### config.mk
export PLATFORM = sky130hd
export DESIGN_NAME = accuracy_mode_ctrl
export DESIGN_NICKNAME = d
export VERILOG_FILES = /design/src/rtl/acm_pkg.sv /design/src/rtl/acm_side_cmp.sv /design/src/rtl/acm_run_tracker.sv /design/src/rtl/acm_mode_fsm.sv /design/src/rtl/accuracy_mode_ctrl.sv
export SDC_FILE = /design/constraint.sdc
export NUM_CORES = 1
export LEC_CHECK = 0
export ABC_AREA = 0
export BUFFER_PORTS_ARGS = -buffer_cell sky130_fd_sc_hd__buf_2
export CORE_MARGIN = 2
export CORE_UTILIZATION = 29
export DETAILED_ROUTE_END_ITERATION = 8
export PLACE_DENSITY_LB_ADDON = 0.05
export REMOVE_ABC_BUFFERS = 1
export SYNTH_ARGS = -nofsm -noshare
export SYNTH_HDL_FRONTEND = slang
export SYNTH_SLANG_ARGS = --single-unit
### constraint.sdc
create_clock -name clk -period 2.6 [get_ports clk]
set_input_delay 0.52 -clock clk [delete_from_list [all_inputs] [get_ports clk]]
set_output_delay 0.52 -clock clk [all_outputs]
set_load 0.03 [all_outputs]
### src/rtl/acm_pkg.sv
// Shared types for the accuracy mode controller.
// Assumes: the code values are decoded by a downstream configuration table.
package acm_pkg;
    typedef enum logic [1:0] {
        ACM_START = 2'd0,
        ACM_LOW   = 2'd1,
        ACM_MED   = 2'd2,
        ACM_HIGH  = 2'd3
    } acm_mode_e;
endpackage

### src/rtl/acm_side_cmp.sv
// Classifies a frame metric against a fixed threshold.
// Assumes: the metric is an unsigned fraction; equality counts as "below".
module acm_side_cmp #(
    parameter int          METRIC_W = 16,
    parameter int unsigned THRESH   = 655
) (
    input  logic [METRIC_W-1:0] metric,
    output logic                above
);
    localparam logic [METRIC_W-1:0] THRESH_V = METRIC_W'(THRESH);

    // Strict comparison: only a metric over the threshold counts as large variation.
    always_comb begin
        above = (metric > THRESH_V);
    end
endmodule

### src/rtl/acm_run_tracker.sv
// Keeps consecutive-frame run counts for each side of the threshold.
// Assumes: clear is high only on a strobed frame that changes the mode.
// The next-count outputs include the current frame so the sequencer can act on it.
module acm_run_tracker #(
    parameter int MAX_RUN = 30,
    parameter int CNT_W   = 5
) (
    input  logic             clk,
    input  logic             rst_n,
    input  logic             frame_valid,
    input  logic             above,
    input  logic             clear,
    output logic [CNT_W-1:0] above_run_nx,
    output logic [CNT_W-1:0] below_run_nx
);
    localparam logic [CNT_W-1:0] MAX_V = CNT_W'(MAX_RUN);

    // Index 0 holds the below run, index 1 the above run.
    logic [1:0][CNT_W-1:0] run_q;
    logic [1:0][CNT_W-1:0] run_nx;

    for (genvar s = 0; s < 2; s++) begin : g_side
        logic             hit;
        logic [CNT_W-1:0] cnt_q;
        logic [CNT_W-1:0] cnt_nx;

        assign hit = (s == 1) ? above : !above;

        // Next count: restart on the other side, otherwise count up to saturation.
        always_comb begin
            if (!hit)
                cnt_nx = '0;
            else if (cnt_q >= MAX_V)
                cnt_nx = cnt_q;
            else
                cnt_nx = cnt_q + CNT_W'(1);
        end

        // Commit the count on each frame, or clear it when the mode changes.
        always_ff @(posedge clk) begin
            if (!rst_n)
                cnt_q <= '0;
            else if (frame_valid)
                cnt_q <= clear ? '0 : cnt_nx;
        end

        assign run_q[s]  = cnt_q;
        assign run_nx[s] = cnt_nx;
    end

    assign below_run_nx = run_nx[0];
    assign above_run_nx = run_nx[1];

    AST_RUN_EXCLUSIVE: assert property (@(posedge clk) disable iff (!rst_n)
        (run_q[0] == '0) || (run_q[1] == '0));

    AST_RUN_BOUND: assert property (@(posedge clk) disable iff (!rst_n)
        (run_q[0] <= MAX_V) && (run_q[1] <= MAX_V));

    AST_RUN_CLEARED: assert property (@(posedge clk) disable iff (!rst_n)
        (frame_valid && clear) |=> (run_q[0] == '0) && (run_q[1] == '0));
endmodule

### src/rtl/acm_mode_fsm.sv
// Accuracy mode sequencer: START, LOW, MEDIUM, HIGH.
// Assumes: the run inputs already include the current frame.
// Raises clear toward the run tracker on the frame that changes the mode.
module acm_mode_fsm
    import acm_pkg::*;
#(
    parameter int CNT_W        = 5,
    parameter int RUN_MED_HIGH = 15,
    parameter int RUN_MED_LOW  = 30,
    parameter int RUN_LOW_MED  = 10,
    parameter int RUN_HIGH_MED = 15
) (
    input  logic             clk,
    input  logic             rst_n,
    input  logic             frame_valid,
    input  logic [CNT_W-1:0] above_run,
    input  logic [CNT_W-1:0] below_run,
    output logic             clear,
    output acm_mode_e        mode,
    output logic             mode_changed
);
    localparam logic [CNT_W-1:0] LIM_MH = CNT_W'(RUN_MED_HIGH);
    localparam logic [CNT_W-1:0] LIM_ML = CNT_W'(RUN_MED_LOW);
    localparam logic [CNT_W-1:0] LIM_LM = CNT_W'(RUN_LOW_MED);
    localparam logic [CNT_W-1:0] LIM_HM = CNT_W'(RUN_HIGH_MED);

    acm_mode_e state_q, state_nx;
    logic      changed_q;
    logic      step;

    // Transition rules: a neighbour move once the run for that edge is long enough.
    always_comb begin
        state_nx = state_q;
        unique case (state_q)
            ACM_START: state_nx = ACM_MED;
            ACM_MED: begin
                if (above_run >= LIM_MH)
                    state_nx = ACM_HIGH;
                else if (below_run >= LIM_ML)
                    state_nx = ACM_LOW;
            end
            ACM_LOW:  if (above_run >= LIM_LM) state_nx = ACM_MED;
            ACM_HIGH: if (below_run >= LIM_HM) state_nx = ACM_MED;
            default:  state_nx = ACM_START;
        endcase
    end

    // A step is a strobed frame whose decision differs from the held mode.
    always_comb begin
        step  = frame_valid && (state_nx != state_q);
        clear = step;
    end

    // Hold the mode between frames and register the change pulse.
    always_ff @(posedge clk) begin
        if (!rst_n) begin
            state_q   <= ACM_START;
            changed_q <= 1'b0;
        end else begin
            if (frame_valid)
                state_q <= state_nx;
            changed_q <= step;
        end
    end

    assign mode         = state_q;
    assign mode_changed = changed_q;

    AST_HOLD_NO_FRAME: assert property (@(posedge clk) disable iff (!rst_n)
        !frame_valid |=> $stable(state_q) && !changed_q);

    AST_PULSE_ON_STEP: assert property (@(posedge clk) disable iff (!rst_n)
        changed_q |-> (state_q != $past(state_q)));

    AST_NO_START_RETURN: assert property (@(posedge clk) disable iff (!rst_n)
        (state_q != ACM_START) |=> (state_q != ACM_START));

    AST_NEIGHBOUR_LOW: assert property (@(posedge clk) disable iff (!rst_n)
        (state_q == ACM_LOW) |=> (state_q != ACM_HIGH));

    AST_NEIGHBOUR_HIGH: assert property (@(posedge clk) disable iff (!rst_n)
        (state_q == ACM_HIGH) |=> (state_q != ACM_LOW));

    AST_START_TO_MED: assert property (@(posedge clk) disable iff (!rst_n)
        (state_q == ACM_START && frame_valid) |=> (state_q == ACM_MED));
endmodule

### src/rtl/accuracy_mode_ctrl.sv
// Top: picks an accuracy mode from per-frame change metrics.
// Assumes: at most one frame_valid strobe per frame; metric is valid with it.
module accuracy_mode_ctrl #(
    parameter int          METRIC_W     = 16,
    parameter int unsigned THRESH       = 655,
    parameter int          RUN_MED_HIGH = 15,
    parameter int          RUN_MED_LOW  = 30,
    parameter int          RUN_LOW_MED  = 10,
    parameter int          RUN_HIGH_MED = 15
) (
    input  logic                clk,
    input  logic                rst_n,
    input  logic                frame_valid,
    input  logic [METRIC_W-1:0] frame_metric,
    output logic [1:0]          mode,
    output logic                mode_changed
);
    import acm_pkg::*;

    localparam int MAX_A   = (RUN_MED_HIGH > RUN_LOW_MED) ? RUN_MED_HIGH : RUN_LOW_MED;
    localparam int MAX_B   = (RUN_MED_LOW > RUN_HIGH_MED) ? RUN_MED_LOW : RUN_HIGH_MED;
    localparam int MAX_RUN = (MAX_A > MAX_B) ? MAX_A : MAX_B;
    localparam int CNT_W   = $clog2(MAX_RUN + 1);

    logic             above;
    logic             clear;
    logic [CNT_W-1:0] above_run_nx;
    logic [CNT_W-1:0] below_run_nx;
    acm_mode_e        mode_e;

    acm_side_cmp #(
        .METRIC_W (METRIC_W),
        .THRESH   (THRESH)
    ) u_cmp (
        .metric (frame_metric),
        .above  (above)
    );

    acm_run_tracker #(
        .MAX_RUN (MAX_RUN),
        .CNT_W   (CNT_W)
    ) u_runs (
        .clk          (clk),
        .rst_n        (rst_n),
        .frame_valid  (frame_valid),
        .above        (above),
        .clear        (clear),
        .above_run_nx (above_run_nx),
        .below_run_nx (below_run_nx)
    );

    acm_mode_fsm #(
        .CNT_W        (CNT_W),
        .RUN_MED_HIGH (RUN_MED_HIGH),
        .RUN_MED_LOW  (RUN_MED_LOW),
        .RUN_LOW_MED  (RUN_LOW_MED),
        .RUN_HIGH_MED (RUN_HIGH_MED)
    ) u_fsm (
        .clk          (clk),
        .rst_n        (rst_n),
        .frame_valid  (frame_valid),
        .above_run    (above_run_nx),
        .below_run    (below_run_nx),
        .clear        (clear),
        .mode         (mode_e),
        .mode_changed (mode_changed)
    );

    assign mode = mode_e;
endmodule

## Word level (Yosys, flattened, before mapping)

Cells that the tools add are included.

| storage, ports and cells | value |
|---|---|
| bits of input ports | 19 |
| logic and storage cells | 30 |
| register bits after elaboration | 13 |
| output and inout port bits | 3 |

| cells by class | value |
|---|---|
| add/sub/neg operators | 2 |
| equal/unequal tests | 4 |
| multiplexer cells | 11 |
| reductions and logical operators | 2 |
| order comparisons | 7 |

Operators by type and width:

| kind | count |
|---|---|
| 5-bit two-way mux | 6 |
| 16-bit by 10-bit greater-than comparator with 1-bit output, second input constant | 1 |
| 5-bit by 4-bit >= comparator with 1-bit output, second input constant | 3 |
| 5-bit >= comparator, second input constant | 3 |
| 5-bit by 1-bit adder with 5-bit output, second input constant | 2 |
| 2-bit two-way mux | 4 |
| 2-bit one-hot mux with 4 select lines | 1 |
| 2-bit == test, second input constant | 2 |
| 2-bit by 1-bit == test with 1-bit output, second input constant | 1 |
| 2-bit zero test | 1 |
| 2-bit != test | 1 |
| 1-bit logical AND | 1 |

## Depth between registers and ports, before layout

| logic depth | value |
|---|---|
| depth in word-level cells | 10 |
| depth in mapped cells | 10 |
| gate-level depth less buffers | 9 |

## By module

A second synthesis with hierarchy kept.

| unflattened totals | value |
|---|---|
| cells, all modules | 116 |
| area, all modules | 949.7 sq um |

Modules (own cells, without submodules):

| module | cells each | sequential area each (sq um) | area an instance (sq um) | instances |
|---|---|---|---|---|
| acm_run_tracker | 91 | 200.2 | 725.7 | 1 |
| acm_mode_fsm | 20 | 60.1 | 195.2 | 1 |
| acm_side_cmp | 5 | 0.0 | 28.8 | 1 |

## Least setup slack after synthesis

Ideal clock, no wire load.

| timing path | value |
|---|---|
| path kind | reg-to-reg |
| start | register u_runs.g_side[0].cnt_q[1] |
| end | register u_runs.g_side[1].cnt_q[0] |
| library setup time | 121 ps |
| clock period less this slack | 2266 ps |
| slack | 334 ps |
| required time | 2479 ps |
| arrival time | 2145 ps |
| cell stages (with the launch flop) | 10 |
| buffers on the path | 1 |
| cells stage by stage | dfxtp_1 > ha_1 > o21ai_2 > or2_1 > a221oi_2 > a31oi_1 > or2_1 > buf_6 > a31o_1 > mux2_4 |

| between the ends | value |
|---|---|
| longest elaborated chain between the ends | 10 |
| elaborated cells on any way between the ends | 13 |
| those cells by class | add/sub (1); order compare (3); eq/ne (1); mux (7); reduce/logical (1) |

RTL lines:

| item | RTL line | source |
|---|---|---|
| start, declared | acm_run_tracker.sv:24 | `logic [CNT_W-1:0] cnt_q;` |
| start signal, assigned | acm_run_tracker.sv:44 | `cnt_q <= clear ? '0 : cnt_nx;` |
| 5-bit by 1-bit adder with 5-bit output / 5-bit >= comparator (equally long branches) | acm_run_tracker.sv:36, acm_run_tracker.sv:33 |  |
| 5-bit two-way mux * | acm_run_tracker.sv:33 | `else if (cnt_q >= MAX_V)` |
| 5-bit two-way mux * | acm_run_tracker.sv:31 | `if (!hit)` |
| 5-bit >= comparator | acm_mode_fsm.sv:39 | `else if (below_run >= LIM_ML)` |
| 2-bit two-way mux | acm_mode_fsm.sv:39 |  |
| 2-bit two-way mux | acm_mode_fsm.sv:37 | `if (above_run >= LIM_MH)` |
| 2-bit one-hot mux with 4 select lines * | acm_mode_fsm.sv:34 | `unique case (state_q)` |
| 2-bit != test * | acm_mode_fsm.sv:50 | `step = frame_valid && (state_nx != state_q);` |
| 1-bit logical AND * | acm_mode_fsm.sv:50 |  |
| 5-bit two-way mux * | acm_run_tracker.sv:44 |  |
| end signal, assigned | acm_run_tracker.sv:44 |  |
| end, declared | acm_run_tracker.sv:24 |  |

Every way passes the cells marked *; elsewhere a longest branch is shown, timed or not.
A chain may end at the register's enable or synchronous reset.

## Final worst setup path

| timing path | value |
|---|---|
| start | register u_runs.g_side[1].cnt_q[0] |
| end | register u_runs.g_side[1].cnt_q[0] |

| between the ends | value |
|---|---|
| longest elaborated chain between the ends | 9 |
| elaborated cells on any way between the ends | 12 |
| those cells by class | add/sub (1); order compare (3); eq/ne (1); mux (6); reduce/logical (1) |

RTL lines:

| item | RTL line |
|---|---|
| 5-bit by 1-bit adder with 5-bit output / 5-bit >= comparator (equally long branches) | acm_run_tracker.sv:36, acm_run_tracker.sv:33 |
| 5-bit two-way mux * | acm_run_tracker.sv:33 |
| 5-bit two-way mux * | acm_run_tracker.sv:31 |
| 5-bit by 4-bit >= comparator with 1-bit output, on equally long branches | acm_mode_fsm.sv:42, acm_mode_fsm.sv:37 |
| 2-bit two-way mux, on equally long branches | acm_mode_fsm.sv:42, acm_mode_fsm.sv:37 |
| 2-bit one-hot mux with 4 select lines | acm_mode_fsm.sv:34 |
| 2-bit != test | acm_mode_fsm.sv:50 |
| 1-bit logical AND | acm_mode_fsm.sv:50 |
| 5-bit two-way mux * | acm_run_tracker.sv:44 |

Marks and branches as above.

==> results.toml <==
[status]
status = "complete, no violations"

[cts]
insertion_delay_ns = 0.27
cts_sinks = 13
clockBufferDepth = 2
root_buffer = "clkbuf_4"
ctsResizeCount = 0
post_cts_buffers = 0
hold_buffers = 0
cts_max_level = 1
cts_buffers = 3
cts_tree = "built"
clkTransAtPathRegs_ns = 0.08

[drt]
drtPass1Iterations = 4
drcViolationCount = 0
wl_per_cell_um = 12.5
vias_per_cell = 5.24
detail-route-antenna-nets = 0
initialDrtViolationCount = 64
wl_um = 2350
vias = 980

[grt]
grt-ovfl-total = 0
grt_max_degree = 10
grt_pass1_vias = 803
grt_antenna_before_repair = 0
grt_pass1_wl_um = 3880
grt_use_total_pct = 12.3

[power_and_ir_drop]
vdd_ir_drop_max_mv = 0.207
leakage_nw = 0.471
power_density_nw_per_um2 = 332

[floorplan]
dieArea_sq_um = 3960
die_h_um = 62.9
std_cell_rows = 21
start_util_pct = 30.1
core-area_sq_um = 3340
die_x_um = 62.9
ios = 22

[layout]
area_delta_synth_final_pct = 13.3
finalInstanceArea_sq_um = 1140
drive_gt1_share_pct = 23.4
n_fill_cell = 368
antenna-diode-count = 0
nets = 165
stdcell_count = 187

[placed_design]
dp.cells = 183
post_dp_cell_area_sq_um = 1110
hpwl_um = 1810
io_buffers = 17
gp_congestion = 0.738

[timing]
fmax_ghz = 0.410
fin_crit_sh_pct = 93.7
setup_tns_ns = 0
finalHoldViolations = 0
rsz0062_at_grt = "false"
fin_skew_ns = 0.000531
finalSetupViolCount = 0
relSlewSlack_pct = 55.0
fin_crit_ns = 2.44
worstMarginPinSlew_ns = 0.674
maxSlewViolCount = 0

[logic_synthesis]
yosys_warnings = 0
synth_top_area_cell = "dfxtp_1"
async_flop_share_pct = 0
syn_avg_cell_area_sq_um = 8.25
synth-seq-cells = 13
synth-main-ff-cell = "dfxtp_1"
synth_area_sq_um = 1010
yosysSeqAreaShare_pct = 25.9
synth_edf_count = 0
yosys-top-cells-area = "dfxtp_1, o21ai_0, ha_1"
synth_top_area_share_pct = 25.9
netlist_instances = 122
yosysUniqueCellTypes = 49

[worst_hold_path]
hp-class = "reg2reg"

[job]
maxCapViolCount = 0

[setup_path]
crit_required_ns = 2.77
worstPathArrival_ns = 2.61
end_kind = "flip-flop"
critPathMaxFanout = 5
path_class = "reg2reg"
crit_path_start_kind = "flip-flop"
## layer usage
layer	track usage, %	part of all wire [%]
met3	3.78	4.3
met2	16.2	43
met1	18.5	52
met5	0	0
met4	4.17	0.85
## synth_stat cells (2+ instances only)
| cell type | instances |
|---|---|
| a211oi_1 | 2 |
| nand3_1 | 4 |
| nand2_1 | 11 |
| o211ai_1 | 4 |
| ha_1 | 4 |
| nand2b_1 | 4 |
| mux2i_1 | 3 |
| nor2_1 | 5 |
| or2_1 | 2 |
| a21oi_1 | 5 |
| nor4_1 | 4 |
| buf_6 | 2 |
| o21ai_0 | 11 |
| nor2b_1 | 2 |
| inv_1 | 6 |
| o22ai_1 | 2 |
| o211a_1 | 2 |
| dfxtp_1 | 13 |
| o31ai_1 | 2 |
| a41oi_1 | 3 |
| nor3b_1 | 2 |
| a31oi_1 | 2 |
## cells by family after synthesis
kind of cell / synth area share (%)
AO/OA/AOI/OAI: 33.2
adder cells (fa/ha/maj): 4.98
buffers and inverters: 9.82
flip-flops: 25.9
multiplexers: 4.48
AND/OR/NAND/NOR: 21.6
## power breakdown
part	switching (mW)	total (mW)	leakage [nW]	internal [mW]
clock	0.0695	0.129	0.0150	0.0595
sequential	0.00280	0.205	0.105	0.202
combinational	0.0250	0.0453	0.351	0.0203
## final timing paths
check	depth (start not counted)	to	from	slack, ns
setup / recovery	9	u_runs.g_side[1].cnt_q[0]	u_runs.g_side[1].cnt_q[0]	0.16
hold / removal	2	u_runs.g_side[0].cnt_q[1]	u_runs.g_side[0].cnt_q[1]	0.53
setup reg to reg	9	u_runs.g_side[1].cnt_q[0]	u_runs.g_side[1].cnt_q[0]	0.16
hold reg to reg	2	u_runs.g_side[0].cnt_q[1]	u_runs.g_side[0].cnt_q[1]	0.53
## area by class of cell
class                   instances  area [sq um]  share of cell area, %
well taps                      46          57.6                   5.05
repair buffers                 22           123                   10.8
clock buffers                   4          26.3                   2.31
multi-input cells              95           647                   56.8
flip-flops and latches         13           260                   22.8
inverters                       7          26.3                   2.31
## critical path: stages, from the launching register on
cell and delay, ns:
dfxtp_1 0.43, inv_1 0.07, ha_1 0.31, a41oi_1 0.17, a41oi_1 0.08, a211oi_1 0.40
nor2_1 0.10, o21ai_0 0.43, nor2_1 0.08, mux2_4 0.27
## state kept, by name, indices dropped and copies added, names as in the netlist
| signal | flops |
|---|---|
| u_fsm.mode | 2 |
| u_runs.g_side.cnt_q | 10 |
| u_fsm.mode_changed | 1 |
## cells in the final DEF, fill, tap and decap left out, drive strengths merged, types with 5 or more instances in the layout
cell type / instances
nor2: 5
o21ai: 12
nand2: 11
dfxtp: 13
a21oi: 5
inv: 7
buf: 22
## through the flow
stage                     power, mW  util (%)  worst slack (ns)  hold WS (ns)
final                         0.379      34.2             0.164         0.525
after global routing          0.405      34.2           0.00945         0.532
after CTS                     0.389      34.2             0.185         0.515
after detailed placement      0.254      33.4             0.222         0.520
after global placement        0.255      33.4             0.171         0.514
after floorplan               0.233         -             0.373         0.513
Power figures use the tool's default switching activity.
